[config.mk]
export PLATFORM = sky130hd
export DESIGN_NAME = svc_sched
export DESIGN_NICKNAME = d
export VERILOG_FILES = /design/src/rtl/svc_sched_pkg.sv /design/src/rtl/svc_lowest.sv /design/src/rtl/svc_pending.sv /design/src/rtl/svc_pick.sv /design/src/rtl/svc_sched.sv
export SDC_FILE = /design/constraint.sdc
export NUM_CORES = 1
export LEC_CHECK = 0
export ABC_AREA = 1
export BUFFER_PORTS_ARGS = -buffer_cell sky130_fd_sc_hd__clkbuf_2
export CAP_MARGIN = 30
export CORE_UTILIZATION = 60
export DETAILED_ROUTE_END_ITERATION = 10
export HOLD_SLACK_MARGIN = 0.1
export PLACE_DENSITY_LB_ADDON = 0.2
export SLEW_MARGIN = 20
export SYNTH_ARGS = -nofsm -noshare
export SYNTH_HDL_FRONTEND = slang
export SYNTH_SLANG_ARGS = --single-unit
export TNS_END_PERCENT = 10
[constraint.sdc]
create_clock -name clk -period 8.5 [get_ports clk]
set_input_delay 0.425 -clock clk [delete_from_list [all_inputs] [get_ports clk]]
set_output_delay 0.425 -clock clk [all_outputs]
set_load 0.01 [all_outputs]
[src/rtl/svc_sched_pkg.sv]
package svc_sched_pkg;

    localparam int N_WHY  = 4;
    localparam int SLOT_N = 7;
    localparam int SLOT_W = 3;

    localparam logic [1:0] PRIO_OFF  = 2'b00;
    localparam logic [1:0] PRIO_LOW  = 2'b01;
    localparam logic [1:0] PRIO_MID  = 2'b10;
    localparam logic [1:0] PRIO_HIGH = 2'b11;

    typedef enum logic {
        ST_IDLE = 1'b0,
        ST_BUSY = 1'b1
    } sched_state_e;

    // Slot schedule: even slots high, slots 1 and 5 middle, slot 3 low.
    function automatic logic [1:0] slot_level(input logic [SLOT_W-1:0] s);
        logic [1:0] lv;
        if (!s[0])
            lv = PRIO_HIGH;
        else if (s[1])
            lv = PRIO_LOW;
        else
            lv = PRIO_MID;
        return lv;
    endfunction

endpackage

[src/rtl/svc_lowest.sv]
module svc_lowest #(
    parameter int W = 16
) (
    input  logic [W-1:0]                        vec,
    output logic                                found,
    output logic [((W > 1) ? $clog2(W) : 1)-1:0] idx
);
    localparam int IW = (W > 1) ? $clog2(W) : 1;

    always_comb begin
        found = 1'b0;
        idx   = '0;
        for (int i = W - 1; i >= 0; i--) begin
            if (vec[i]) begin
                found = 1'b1;
                idx   = IW'(i);
            end
        end
    end
endmodule

[src/rtl/svc_pending.sv]
module svc_pending
    import svc_sched_pkg::*;
#(
    parameter int N_CH = 16
) (
    input  logic                              clk,
    input  logic                              rst_n,
    input  logic [N_CH-1:0]                   set_host,
    input  logic [N_CH-1:0]                   set_link,
    input  logic [N_CH-1:0]                   set_match,
    input  logic [N_CH-1:0]                   set_capture,
    input  logic                              clr_en,
    input  logic [((N_CH > 1) ? $clog2(N_CH) : 1)-1:0] clr_ch,
    output logic [N_CH-1:0][N_WHY-1:0]        pend
);
    localparam int CW = (N_CH > 1) ? $clog2(N_CH) : 1;

    logic [N_CH-1:0][N_WHY-1:0] pend_q;

    for (genvar c = 0; c < N_CH; c++) begin : g_ch
        logic [N_WHY-1:0] set_c;
        logic             hit_c;

        assign set_c = {set_capture[c], set_match[c], set_link[c], set_host[c]};
        assign hit_c = clr_en && (clr_ch == CW'(c));

        // Clearing wins over held state, a new set wins over clearing.
        always_ff @(posedge clk or negedge rst_n) begin
            if (!rst_n)
                pend_q[c] <= '0;
            else
                pend_q[c] <= (hit_c ? '0 : pend_q[c]) | set_c;
        end

        assert_clear_R8: assert property (@(posedge clk) disable iff (!rst_n)
            (clr_en && clr_ch == CW'(c)) |=> (pend_q[c] == $past(set_c)));
    end

    assign pend = pend_q;
endmodule

[src/rtl/svc_pick.sv]
module svc_pick
    import svc_sched_pkg::*;
#(
    parameter int N_CH = 16
) (
    input  logic [N_CH-1:0][N_WHY-1:0]                 pend,
    input  logic [2*N_CH-1:0]                          prio_cfg,
    input  logic [SLOT_W-1:0]                          slot_ptr,
    input  logic [3:1][N_CH-1:0]                       served,
    output logic                                       pick_ok,
    output logic [((N_CH > 1) ? $clog2(N_CH) : 1)-1:0] pick_chan,
    output logic [N_WHY-1:0]                           pick_why,
    output logic [SLOT_W-1:0]                          pick_slot,
    output logic [1:0]                                 pick_lvl,
    output logic                                       pick_newpass
);
    localparam int CW = (N_CH > 1) ? $clog2(N_CH) : 1;

    logic [3:1][N_CH-1:0] elig;
    logic [3:1][N_CH-1:0] cand;
    logic [3:1]           e_found;
    logic [3:1]           c_found;
    logic [3:1][CW-1:0]   e_idx;
    logic [3:1][CW-1:0]   c_idx;

    // Eligible: pending for any reason and not disabled; split by level.
    always_comb begin
        for (int lv = 1; lv <= 3; lv++) begin
            for (int c = 0; c < N_CH; c++) begin
                elig[lv][c] = (prio_cfg[2*c +: 2] == 2'(lv)) && (|pend[c]);
            end
            cand[lv] = elig[lv] & ~served[lv];
        end
    end

    for (genvar lv = 1; lv <= 3; lv++) begin : g_lvl
        svc_lowest #(.W(N_CH)) u_any (
            .vec   (elig[lv]),
            .found (e_found[lv]),
            .idx   (e_idx[lv])
        );
        svc_lowest #(.W(N_CH)) u_fresh (
            .vec   (cand[lv]),
            .found (c_found[lv]),
            .idx   (c_idx[lv])
        );
    end

    // Look ahead over one full schedule period, first non-empty slot wins.
    always_comb begin
        logic [SLOT_W:0] s;
        logic [1:0]      lv;
        pick_ok   = 1'b0;
        pick_slot = '0;
        pick_lvl  = PRIO_OFF;
        for (int k = 0; k < SLOT_N; k++) begin
            s = {1'b0, slot_ptr} + (SLOT_W+1)'(k);
            if (s >= (SLOT_W+1)'(SLOT_N))
                s = s - (SLOT_W+1)'(SLOT_N);
            lv = slot_level(s[SLOT_W-1:0]);
            if (!pick_ok && e_found[lv]) begin
                pick_ok   = 1'b1;
                pick_slot = s[SLOT_W-1:0];
                pick_lvl  = lv;
            end
        end
    end

    // Channel inside the level and its reported reason.
    always_comb begin
        logic [N_WHY-1:0] r;
        pick_chan    = '0;
        pick_newpass = 1'b0;
        if (pick_ok) begin
            pick_newpass = !c_found[pick_lvl];
            pick_chan    = c_found[pick_lvl] ? c_idx[pick_lvl] : e_idx[pick_lvl];
        end
        r        = pend[pick_chan];
        pick_why = '0;
        for (int i = N_WHY - 1; i >= 0; i--) begin
            if (r[i])
                pick_why = N_WHY'(1) << i;
        end
    end
endmodule

[src/rtl/svc_sched.sv]
module svc_sched
    import svc_sched_pkg::*;
#(
    parameter int N_CH = 16
) (
    input  logic                                       clk,
    input  logic                                       rst_n,
    input  logic [2*N_CH-1:0]                          prio_cfg,
    input  logic [N_CH-1:0]                            req_host,
    input  logic [N_CH-1:0]                            req_link,
    input  logic [N_CH-1:0]                            req_match,
    input  logic [N_CH-1:0]                            req_capture,
    input  logic                                       done,
    output logic                                       grant_valid,
    output logic [((N_CH > 1) ? $clog2(N_CH) : 1)-1:0] grant_chan,
    output logic [N_WHY-1:0]                           grant_why
);
    localparam int CW = (N_CH > 1) ? $clog2(N_CH) : 1;

    sched_state_e               state, state_nxt;
    logic [N_CH-1:0][N_WHY-1:0] pend;
    logic [SLOT_W-1:0]          slot_ptr;
    logic [3:1][N_CH-1:0]       served;
    logic [CW-1:0]              chan_q;
    logic [N_WHY-1:0]           why_q;

    logic                       pick_ok;
    logic [CW-1:0]              pick_chan;
    logic [N_WHY-1:0]           pick_why;
    logic [SLOT_W-1:0]          pick_slot;
    logic [1:0]                 pick_lvl;
    logic                       pick_newpass;
    logic                       take;
    logic                       finish;

    assign take   = (state == ST_IDLE) && pick_ok;
    assign finish = (state == ST_BUSY) && done;

    svc_pending #(.N_CH(N_CH)) u_pend (
        .clk         (clk),
        .rst_n       (rst_n),
        .set_host    (req_host),
        .set_link    (req_link),
        .set_match   (req_match),
        .set_capture (req_capture),
        .clr_en      (finish),
        .clr_ch      (chan_q),
        .pend        (pend)
    );

    svc_pick #(.N_CH(N_CH)) u_pick (
        .pend         (pend),
        .prio_cfg     (prio_cfg),
        .slot_ptr     (slot_ptr),
        .served       (served),
        .pick_ok      (pick_ok),
        .pick_chan    (pick_chan),
        .pick_why     (pick_why),
        .pick_slot    (pick_slot),
        .pick_lvl     (pick_lvl),
        .pick_newpass (pick_newpass)
    );

    // Next-state logic.
    always_comb begin
        state_nxt = state;
        unique case (state)
            ST_IDLE: if (pick_ok) state_nxt = ST_BUSY;
            ST_BUSY: if (done)    state_nxt = ST_IDLE;
            default:              state_nxt = ST_IDLE;
        endcase
    end

    // State register.
    always_ff @(posedge clk or negedge rst_n) begin
        if (!rst_n)
            state <= ST_IDLE;
        else
            state <= state_nxt;
    end

    // Winner capture, schedule position and per-level pass bookkeeping.
    always_ff @(posedge clk or negedge rst_n) begin
        if (!rst_n) begin
            chan_q   <= '0;
            why_q    <= '0;
            slot_ptr <= '0;
            served   <= '0;
        end else if (take) begin
            chan_q   <= pick_chan;
            why_q    <= pick_why;
            slot_ptr <= (pick_slot == SLOT_W'(SLOT_N - 1)) ? '0 : pick_slot + 1'b1;
            for (int lv = 1; lv <= 3; lv++) begin
                if (pick_lvl == 2'(lv))
                    served[lv] <= (pick_newpass ? '0 : served[lv]) | (N_CH'(1) << pick_chan);
            end
        end
    end

    // Outputs.
    always_comb begin
        unique case (state)
            ST_BUSY: begin
                grant_valid = 1'b1;
                grant_chan  = chan_q;
                grant_why   = why_q;
            end
            default: begin
                grant_valid = 1'b0;
                grant_chan  = '0;
                grant_why   = '0;
            end
        endcase
    end

    assert_legal_pick_R2: assert property (@(posedge clk) disable iff (!rst_n)
        take |-> (prio_cfg[2*pick_chan +: 2] != PRIO_OFF) && (pend[pick_chan] != '0));

    assert_why_onehot_R6: assert property (@(posedge clk) disable iff (!rst_n)
        grant_valid |-> ($countones(grant_why) == 1));

    assert_grant_hold_R7: assert property (@(posedge clk) disable iff (!rst_n)
        (grant_valid && !done) |=> (grant_valid && $stable(grant_chan) && $stable(grant_why)));

    assert_done_gap_R9: assert property (@(posedge clk) disable iff (!rst_n)
        (grant_valid && done) |=> !grant_valid);

    assert_wake_R9: assert property (@(posedge clk) disable iff (!rst_n)
        take |=> (grant_valid && grant_chan == $past(pick_chan)));
endmodule

==> results_dict.tcl <==
set metrics [dict create \
    worst_pin_slew_ns 0.702 \
    arrival_ns 5.55 \
    ys_types 47 \
    cp_max_fo 54 \
    drt-total-wl_um 25800 \
    synth_cells 1310 \
    clock_path_buffers 2 \
    p_leak_nw 6.05 \
    fmax_mhz 191 \
    ys_ff_latch 124 \
    n_antenna_cell 0 \
    rsz0062_at_grt "false" \
    fin_crit_ns 5.24 \
    maxCapViolCount 0 \
    cp-start-kind "register" \
    grt_util_all_layers 0.345 \
    p_sw_mw 2.15 \
    fin_setup_tns_ns 0 \
    synth-main-ff-cell "dfrtp_1" \
    antenna_found_initial 0 \
    fin_nets 1526 \
    cts_buffers 17 \
    combPwrFrac 0.611 \
    avgSynthCellArea_um2 6.80 \
    clock_sinks 124 \
    synth_edf_count 0 \
    cp_slowest_stage_delay_ns 0.47 \
    grt_pass1_wl_um 39700 \
    ys_seq_area_frac 0.348 \
    h-tree-depth 4 \
    dpl.hpwl_um 19900 \
    peakVddDrop_mv 0.301 \
    die_area_um2 15300 \
    area_growth_pct 14.4 \
    root_buffer "clkbuf_16" \
    ioPinCount 108 \
    yosysTopAreaCell "dfrtp_1" \
    grt_max_degree 75 \
    hold_ws_ns 0.194 \
    cp-end-kind "register" \
    grt_pass1_vias 8178 \
    synthesis.area_um2 8910 \
    num_rows 44 \
    synth.most_common_cell "nand2_1" \
    power.density_nw_per_um2 409 \
    seq_power_share 0.203 \
    maxSlewHeadroom 0.531 \
    drcViolationCount 0 \
    io_buffers 107 \
    synthTopCellsByArea "dfrtp_1 (35%), nand2_1 (16%), inv_1 (8.5%)" \
    netlist.area_leader.share 0.348 \
    finalWorstSetupSlack_ns 3.26 \
    overflow 0 \
    tritoncts "yes" \
    critPathKind "reg -> reg" \
    clock_power_share 0.186 \
    clock_skew_ns 0.00778 \
    clkLatencyLatePin_ns 0.42 \
    crit_slowest_cell "dfrtp_1" \
    switching_share 0.515 \
    drive_gt1_frac 0.149 \
    die_h_um 124 \
    vias 9166 \
    vias_per_cell 5.69 \
    yosys_warnings 0 \
    hp-class "in -> reg" \
    die_x_um 124 \
    fin_util 0.701 \
    place_congestion 0.987 \
    fill_cells 1255 \
    start_util 0.613 \
    outcome "completed" \
    first_iter_violations 1070 \
    syn-num-nets 1422 \
    cts.clk_slew.worst_paths_ns 0.06 \
    intPower_mw 2.02 \
    first_pass_iters 5 \
    cp_common_cell "nand2_1" \
    drt-wirelength-per-cell_um 16.0 \
    dp_slack_ns 3.36 \
    cp_data_required_time_ns 8.81 \
    final.period_utilization 0.616 \
    finalHoldViolCount 0 \
    maxSlewViolCount 0 \
    synthArstFlopShare 1.00 \
    ant_nets 0 \
    yosys-top-cells-count "nand2_1 (384), inv_1 (202), nor2_1 (134), dfrtp_1 (124), nand3_1 (111)" \
    setup_viol 0 \
    core_area_um2 14500 \
]
## worst max-delay path, delay by kind of cell (launching register included)
kind	cells	cell delay, ns
buffers and inverters	5	0.83
AO/OA/AOI/OAI	2	0.44
adder cells (fa/ha/maj)	2	0.75
flip-flops	1	0.47
AND/OR/NAND/NOR	20	2.62
## cells by family after synthesis
family / after synthesis / synth area share
AND/OR/NAND/NOR: 717 / 0.364
buffers and inverters: 234 / 0.107
flip-flops: 124 / 0.348
XOR/XNOR: 6 / 0.00590
adder cells (fa/ha/maj): 13 / 0.0191
AO/OA/AOI/OAI: 216 / 0.155
## path summary, 6_finish.rpt
kind / start / to / slack [ns] / cells past startpoint
max: slot_ptr[1] / why_q[2] / 3.26 / 29
min: req_match[3] / u_pend.pend[14] / 0.19 / 2
max reg2reg: slot_ptr[1] / why_q[2] / 3.26 / 29
min reg2reg: served[47] / served[47] / 0.53 / 2
max in group asynchronous: rst_n / u_pend.pend[19] / 7.10 / 3
min in group asynchronous: rst_n / served[46] / 0.46 / 2
## area by class of cell
class	instances	area (um^2)	share of cell area
multi-input combinational	952	4850	0.476
inverter	209	788	0.0773
sequential	124	3100	0.304
clock inverter	15	213	0.0209
tap	184	230	0.0226
timing repair buffer	110	583	0.0572
clock buffer	17	425	0.0417
## stage by stage
| step | cells | instance area [um^2] | power [mW] |
|---|---|---|---|
| after floorplan | 1310 | 8910 | 2.91 |
| after global placement | 1577 | 9520 | 3.29 |
| after detailed placement | 1577 | 9520 | 3.33 |
| after CTS | 1609 | 10200 | 4.12 |
| after global routing | 1611 | 10200 | 4.51 |
| final | 1611 | 10200 | 4.17 |
## repair_timing
| action | CTS | global route |
|---|---|---|
| hold endpoints to repair | 0 | 24 |
| buffers inserted | 0 | 0 |
| resized for setup | 0 | 0 |
| hold buffers | 0 | 1 |
## layer usage
metal	GRT usage	up-vias	routed length (um)	part of all wire
met3	0.0765	62	2420	0.094
li1	-	4431	-	-
met1	0.448	4220	10500	0.41
met2	0.554	453	12000	0.47
met4	0.150	0	840	0.033
met5	0	-	0	0
## state kept, by name, indices dropped and copies added (netlist names)
signal and cells:
chan_q 4, served 48, slot_ptr 3, state 1, u_pend.pend 64, why_q 4
## power groups by stage
stage / logic (mW) / registers [mW] / clock network [mW]
finish: 2.55 / 0.847 / 0.775
global route: 2.84 / 0.862 / 0.806
CTS: 2.50 / 0.842 / 0.779
detailed placement: 2.47 / 0.851 / 0
global placement: 2.45 / 0.845 / 0
floorplan: 2.10 / 0.815 / 0
## layout by cell type, fill, tap and decap left out, types with 10 or more instances in the layout
cell type  Yosys  layout
dfrtp_1      124     124
o22ai_1       50      50
inv_1        202     202
nor2_1       134     134
o21ai_1       28      28
ha_1          12      12
o21ai_0       26      26
nand4_1       15      15
nand2_2       20      20
o21bai_1      69      69
nor2_2        11      11
nand2_1      384     384
a31oi_1       10      10
a21oi_1       14      14
nand3_2       10      10
nand3_1      111     111
clkbuf_16      0      17
clkbuf_2       0     106
Power figures use the tool's default switching activity.
